## config.mk

```make
export PLATFORM = sky130hd
export DESIGN_NAME = int_vec_ctrl
export DESIGN_NICKNAME = d
export VERILOG_FILES = /design/src/rtl/int_vec_pkg.sv /design/src/rtl/int_edge_sync.sv /design/src/rtl/int_prio_pick.sv /design/src/rtl/int_flag_bank.sv /design/src/rtl/int_vec_ctrl.sv
export SDC_FILE = /design/constraint.sdc
export NUM_CORES = 1
export LEC_CHECK = 0
export CORE_MARGIN = 4
export CORE_UTILIZATION = 45
export DETAILED_ROUTE_END_ITERATION = 7
export GPL_TIMING_DRIVEN = 0
export PLACE_DENSITY = 0.91
export SETUP_SLACK_MARGIN = 0.15
export SLEW_MARGIN = 40
export SYNTH_ARGS = -nofsm -noshare
export SYNTH_HDL_FRONTEND = slang
export SYNTH_SLANG_ARGS = --single-unit
export TNS_END_PERCENT = 30
```

## constraint.sdc

```tcl
create_clock -name clk -period 1.75 [get_ports clk]
set_input_delay 0.2625 -clock clk [delete_from_list [all_inputs] [get_ports clk]]
set_output_delay 0.2625 -clock clk [all_outputs]
set_load 0.01 [all_outputs]
```

## src/rtl/int_vec_pkg.sv

```systemverilog
// Shared definitions for the vectored interrupt controller.
// Assumes one register select bit addressing two 8-bit-class words.
package int_vec_pkg;
    typedef enum logic {
        SEL_CTRL = 1'b0,
        SEL_FLAG = 1'b1
    } reg_sel_e;
endpackage

```

## src/rtl/int_edge_sync.sv

```systemverilog
// Synchronises an asynchronous pin through STAGES flops and flags a
// 0-to-1 transition of the synchronised level as a one-cycle pulse.
// Assumes the pin is stable for at least one clock between changes.
module int_edge_sync #(
    parameter int STAGES = 2
) (
    input  logic clk,
    input  logic rst_n,
    input  logic pin,
    output logic rise
);
    logic [STAGES:0] chain;

    // Shift the pin through the synchroniser and the history flop.
    always_ff @(posedge clk) begin
        if (!rst_n) chain <= '0;
        else        chain <= {chain[STAGES-1:0], pin};
    end

    assign rise = chain[STAGES-1] & ~chain[STAGES];
endmodule

```

## src/rtl/int_prio_pick.sv

```systemverilog
// Fixed-priority arbiter: the lowest-numbered requesting source wins.
// Produces a one-hot grant, the winner's index and an any-request flag.
module int_prio_pick #(
    parameter int NSRC = 4,
    localparam int IW = (NSRC > 1) ? $clog2(NSRC) : 1
) (
    input  logic [NSRC-1:0] req,
    output logic [NSRC-1:0] grant,
    output logic [IW-1:0]   idx,
    output logic            any
);
    logic [NSRC:0] seen;
    assign seen[0] = 1'b0;

    for (genvar g = 0; g < NSRC; g++) begin : g_chain
        assign grant[g]  = req[g] & ~seen[g];
        assign seen[g+1] = seen[g] | req[g];
    end

    assign any = seen[NSRC];

    // Encode the winner's index, scanning so the lowest index wins.
    always_comb begin
        idx = '0;
        for (int i = NSRC - 1; i >= 0; i--) begin
            if (req[i]) idx = IW'(i);
        end
    end
endmodule

```

## src/rtl/int_flag_bank.sv

```systemverilog
// Holds request flags, per-source enables and the master enable.
// Events always set flags; acceptance clears the granted flag and the
// master enable; a return strobe restores the master enable.
module int_flag_bank #(
    parameter int NSRC = 4
) (
    input  logic            clk,
    input  logic            rst_n,
    input  logic [NSRC-1:0] events,
    input  logic            wr_ctrl,
    input  logic            wr_flag,
    input  logic [NSRC:0]   wdata,
    input  logic            take,
    input  logic [NSRC-1:0] grant,
    input  logic            ret,
    output logic [NSRC-1:0] flags,
    output logic [NSRC-1:0] enables,
    output logic            gie
);
    logic [NSRC-1:0] flag_base;
    logic [NSRC-1:0] clr_mask;

    // Pick the software-written or held value and the acceptance clear.
    always_comb begin
        flag_base = wr_flag ? wdata[NSRC-1:0] : flags;
        clr_mask  = take ? grant : '0;
    end

    // Update flags: clear on acceptance, events win over any clear.
    always_ff @(posedge clk) begin
        if (!rst_n) flags <= '0;
        else        flags <= (flag_base & ~clr_mask) | events;
    end

    // Update per-source enables from control writes.
    always_ff @(posedge clk) begin
        if (!rst_n)       enables <= '0;
        else if (wr_ctrl) enables <= wdata[NSRC:1];
    end

    // Update master enable: acceptance, then write, then return.
    always_ff @(posedge clk) begin
        if (!rst_n)       gie <= 1'b0;
        else if (take)    gie <= 1'b0;
        else if (wr_ctrl) gie <= wdata[0];
        else if (ret)     gie <= 1'b1;
    end
endmodule

```

## src/rtl/int_vec_ctrl.sv

```systemverilog
// Vectored interrupt controller top. Sources: external pin (index 0),
// N_TMR overflow pulses (1..N_TMR), tick (N_TMR+1). Accepts one source
// when enabled and the return stack is not full, issuing a one-cycle
// push/vector command. Assumes DW >= N_TMR + 3.
module int_vec_ctrl #(
    parameter int N_TMR      = 2,
    parameter int DW         = 8,
    parameter int AW         = 11,
    parameter int VEC_BASE   = 4,
    parameter int VEC_STRIDE = 4,
    parameter int SYNC_STG   = 2
) (
    input  logic             clk,
    input  logic             rst_n,
    input  logic             ext_pin,
    input  logic [N_TMR-1:0] tmr_ovf,
    input  logic             tick,
    input  logic             reg_wr,
    input  logic             reg_sel,
    input  logic [DW-1:0]    reg_wdata,
    output logic [DW-1:0]    reg_rdata,
    input  logic             stack_full,
    input  logic             irq_return,
    output logic             take_irq,
    output logic [AW-1:0]    vec_addr,
    output logic             pop_pc
);
    import int_vec_pkg::*;

    localparam int NSRC = N_TMR + 2;
    localparam int IW   = (NSRC > 1) ? $clog2(NSRC) : 1;

    logic            ext_rise;
    logic [NSRC-1:0] events;
    logic [NSRC-1:0] flags;
    logic [NSRC-1:0] enables;
    logic [NSRC-1:0] grant;
    logic [IW-1:0]   win_idx;
    logic            any_req;
    logic            gie;
    logic            take;
    logic            wr_ctrl;
    logic            wr_flag;

    wire unused_wdata_hi = ^reg_wdata[DW-1:NSRC+1];

    int_edge_sync #(.STAGES(SYNC_STG)) u_sync (
        .clk  (clk),
        .rst_n(rst_n),
        .pin  (ext_pin),
        .rise (ext_rise)
    );

    assign events  = {tick, tmr_ovf, ext_rise};
    assign wr_ctrl = reg_wr && (reg_sel_e'(reg_sel) == SEL_CTRL);
    assign wr_flag = reg_wr && (reg_sel_e'(reg_sel) == SEL_FLAG);

    int_flag_bank #(.NSRC(NSRC)) u_bank (
        .clk    (clk),
        .rst_n  (rst_n),
        .events (events),
        .wr_ctrl(wr_ctrl),
        .wr_flag(wr_flag),
        .wdata  (reg_wdata[NSRC:0]),
        .take   (take),
        .grant  (grant),
        .ret    (irq_return),
        .flags  (flags),
        .enables(enables),
        .gie    (gie)
    );

    int_prio_pick #(.NSRC(NSRC)) u_pick (
        .req  (flags & enables),
        .grant(grant),
        .idx  (win_idx),
        .any  (any_req)
    );

    assign take = gie && !stack_full && any_req;

    // Register the push/vector command and the vector of the winner.
    always_ff @(posedge clk) begin
        if (!rst_n) begin
            take_irq <= 1'b0;
            vec_addr <= '0;
        end else begin
            take_irq <= take;
            if (take)
                vec_addr <= AW'(VEC_BASE) + AW'(win_idx) * AW'(VEC_STRIDE);
        end
    end

    // Select the read word.
    always_comb begin
        reg_rdata = '0;
        if (reg_sel_e'(reg_sel) == SEL_CTRL) reg_rdata[NSRC:0]   = {enables, gie};
        else                                 reg_rdata[NSRC-1:0] = flags;
    end

    assign pop_pc = irq_return;
endmodule

```

==> metrics.csv <==
stage,metric,value,unit
cts,cts_buffer_depth,2,
worst_setup_path,cp.required,1.49,ns
worst_setup_path,worstSetupEndpointType,output pin,
worst_setup_path,cp-startpoint,u_bank.enables[3]$_SDFFE_PN0P_,
cts,cts.root.buffer_cell,clkbuf_4,
floorplanning,rows,16,
sta,drv_slew,0,
worst_hold_path,hold_path.class,register to register,
worst_setup_path,critPathLaunchType,register,
place,gp_congestion,0.9164,
global_route,grt_pass1_wl,3.532,mm
route,met2_length,1.074,mm
cts,hold_buffers,0,
final_layout,nNetsFinal,156,
route,viasPerCell,4.933,
synth,synth_cell_types,35,
worst_setup_path,cp_max_fo,5,
final_layout,antenna_cells,0,
route,drc_errors,0,
route,drt_wl_total,2.107,mm
power_and_ir_drop,power.total,836.8,uW
worst_setup_path,cp_slowest_cell,clkdlybuf4s50_1,
worst_setup_path,cp.arrival,1.38,ns
worst_setup_path,max_stage_delay,0.54,ns
cts,cts_htree_levels,1,
cts,cts.sinks,16,
place,port_buffers,24,
floorplanning,fp.coreArea,1962,um^2
synth,post-synth-top-area-cell,dfxtp_1,
floorplanning,die_x,53.45,um
route,drt-initial-drc-count,19,
worst_setup_path,cp.buffers_inverters,1,
cts,cts_tree,built,
worst_setup_path,timing.rr.start,u_bank.flags[2]$_SDFF_PN0_,
route,wl_met3,173,um
floorplanning,die_y,53.45,um
route,vias,804,
worst_hold_path,hp-start,u_sync.chain[0]$_SDFF_PN0_,
floorplanning,io_pins,39,
route,wl_met1,811,um
synth,ys_ff_latch,16,
cts,clock_latency,0.29,ns
synth,synthTopCellsByArea,"dfxtp_1 (34%), buf_4 (9.7%), mux2i_1 (7.5%)",
power_and_ir_drop,ir_drop,0.0004548,V
sta,finalHoldViolations,0,
worst_setup_path,crit_chain,nor2b_1 > clkdlybuf4s50_1,
power_and_ir_drop,leakage,0.0005604,uW
sta,max_clock_freq,608.1,MHz
synth,netlist.area_leader.share,0.3445,
global_route,antenna_found_initial,0,
cts,cts_buffers,3,
route,drt_first_pass_iters,4,
synth,synthCells,97,
synth,yosysWarnings,0,
sta,post-route-period-util,0.9397,
sta,period_needed,1.644,ns
final_layout,drive_gt1_frac,0.2206,
global_route,grt_pass1_vias,797,
run,max-cap-violations,0,
sta,rsz0062_at_grt,yes,
status,status,"complete, no violations",
global_route,overflow,0,
synth,synth.cell_area,929.6,um^2
route,wl_per_cell,12.93,um
synth,avgSynthCellArea,9.584,um^2
cts,clk_pin_slew,0.10,ns
sta,finalSetupViolCount,0,
place,post-dp-hpwl,1.624,mm
worst_setup_path,crit_family,buffers and inverters,
route,top_layer,met4,
sta,finClkSkew,0.001751,ns
route,drtAntennaViolNets,0,
floorplanning,start_util,0.4739,
global_route,gr-usage-all-layers,0.1681,
floorplanning,die_area,2857,um^2
final_layout,areaGrowthSynthToFinish,38.22,%
power_and_ir_drop,powerDensity,651.2,nW/um^2
final_layout,num-fill-cells,164,
sta,worst_hold_slack,0.4409,ns
global_route,grt_max_degree,11,
synth,yosysSeqAreaShare,0.3445,
worst_setup_path,critical_path_class,register to output pin,
-- stage by stage --
step,worst slack [ns],utilization,instance area (um^2),std cells,TNS [ns]
global placement,-0.3348,0.6327,1241,158,-1.391
detailed placement,-0.3342,0.6327,1241,158,-1.390
CTS,0.03467,0.6537,1282,163,0
floorplan,0.5792,-,967.2,107,0
finish,0.1056,0.6550,1285,163,0
global route,0.04785,0.6550,1285,163,0
-- flip-flops by register name, summed over array words and instances, names as in the netlist --
signal          cells
u_bank.gie          1
vec_addr            3
take_irq            1
u_bank.flags        4
u_sync.chain        3
u_bank.enables      4
-- kinds of logic (layout without fill, tap and decap cells) --
| family | Yosys count | in the layout | synth area share |
|---|---|---|---|
| muxes | 11 | 11 | 0.1238 |
| AOI/OAI and AO/OA | 19 | 19 | 0.1790 |
| adders and majority gates | 1 | 1 | 0.01346 |
| buffers and inverters | 17 | 46 | 0.1265 |
| other | 1 | 11 | 0.004034 |
| and+or+nand+nor | 32 | 32 | 0.2086 |
| DFF | 16 | 16 | 0.3446 |
-- cells in the final DEF (no fill, tap or decap) --
cell type / instances
conb_1: 11
o31ai_1: 1
a31oi_4: 1
nor4b_1: 1
and3_2: 1
a2111oi_4: 1
dfxtp_1: 16
clkdlybuf4s50_1: 18
nor3_4: 1
clkbuf_4: 3
a22o_1: 1
nor2b_1: 1
buf_6: 2
a22oi_2: 1
a31oi_1: 1
inv_1: 2
mux2i_1: 7
nand2_1: 11
o21a_1: 2
and3b_2: 2
and2b_1: 1
a211oi_1: 2
nand4b_1: 1
mux2_2: 4
dlygate4sd2_1: 5
clkbuf_1: 1
o21ai_1: 1
dlymetal6s2s_1: 1
buf_2: 1
a21oi_1: 4
clkbuf_8: 1
and2_1: 4
nand3_1: 1
o21ai_0: 1
buf_4: 12
and4b_1: 2
nand2b_1: 2
a21boi_0: 3
nor2_1: 4
ha_1: 1
-- final timing paths --
kind / to / slack (ns) / depth (start not counted)
worst max-delay path: reg_rdata[4] / 0.11 / 2
worst min-delay path: u_sync.chain[1]$_SDFF_PN0_ / 0.44 / 1
worst max register to register: vec_addr[3]$_SDFFE_PN0P_ / 0.43 / 6
worst min register to register: u_sync.chain[1]$_SDFF_PN0_ / 0.44 / 1
-- Yosys cell counts --
library cell and number:
and2_1 4, nand2b_1 2, a31oi_4 1, a21boi_0 3
nand3_1 1, o21ai_0 1, a21oi_1 4, and3b_2 2
buf_6 1, nor3_4 1, nor2_1 4, ha_1 1
o21a_1 2, a22oi_2 1, buf_2 1, buf_4 12
and4b_1 2, a22o_1 1, nor2b_1 1, dfxtp_1 16
a2111oi_4 1, clkbuf_1 1, nand4b_1 1, inv_1 2
o21ai_1 1, and2b_1 1, nand2_1 11, mux2i_1 7
o31ai_1 1, mux2_2 4, a31oi_1 1, and3_2 1
nor4b_1 1, conb_1 1, a211oi_1 2
-- worst register-to-register path, delay by kind of cell (launching register included) --
family | cells | cell delay [ns]
adder cells (fa/ha/maj) | 1 | 0.25
multiplexers | 1 | 0.07
AND/OR/NAND/NOR | 3 | 0.35
AO/OA/AOI/OAI | 1 | 0.20
flip-flops | 1 | 0.35
-- report_power, final --
part           switching [uW]  internal (uW)  leakage, uW  total (uW)
logic                    77.1            104     0.000408         181
registers                24.7            383     0.000132         408
clock network             122            127    0.0000210         248
total                     223            613     0.000560         837
-- final cells by class --
type,count,area [um^2],area share
inverter,2,7.507,0.005842
buffer,15,116.4,0.09056
timing repair buffer,25,241.5,0.1879
clock buffer,4,36.28,0.02824
multi-input combinational,74,529.3,0.4119
tap,27,33.78,0.02629
sequential,16,320.3,0.2493
-- layer usage --
| layer | vias up | GRT usage |
|---|---|---|
| li1 | 397 | - |
| met1 | 359 | 0.1777 |
| met2 | 41 | 0.3061 |
| met3 | 7 | 0.03099 |
| met4 | 0 | 0.09362 |
| met5 | - | 0 |
-- repair_timing --
item | in CTS | in global routing
gates cloned | 1 | 0
buffers inserted | 0 | 0
gates resized for setup | 7 | 1
setup endpoints to repair | 6 | 2
Power figures use the tool's default switching activity.
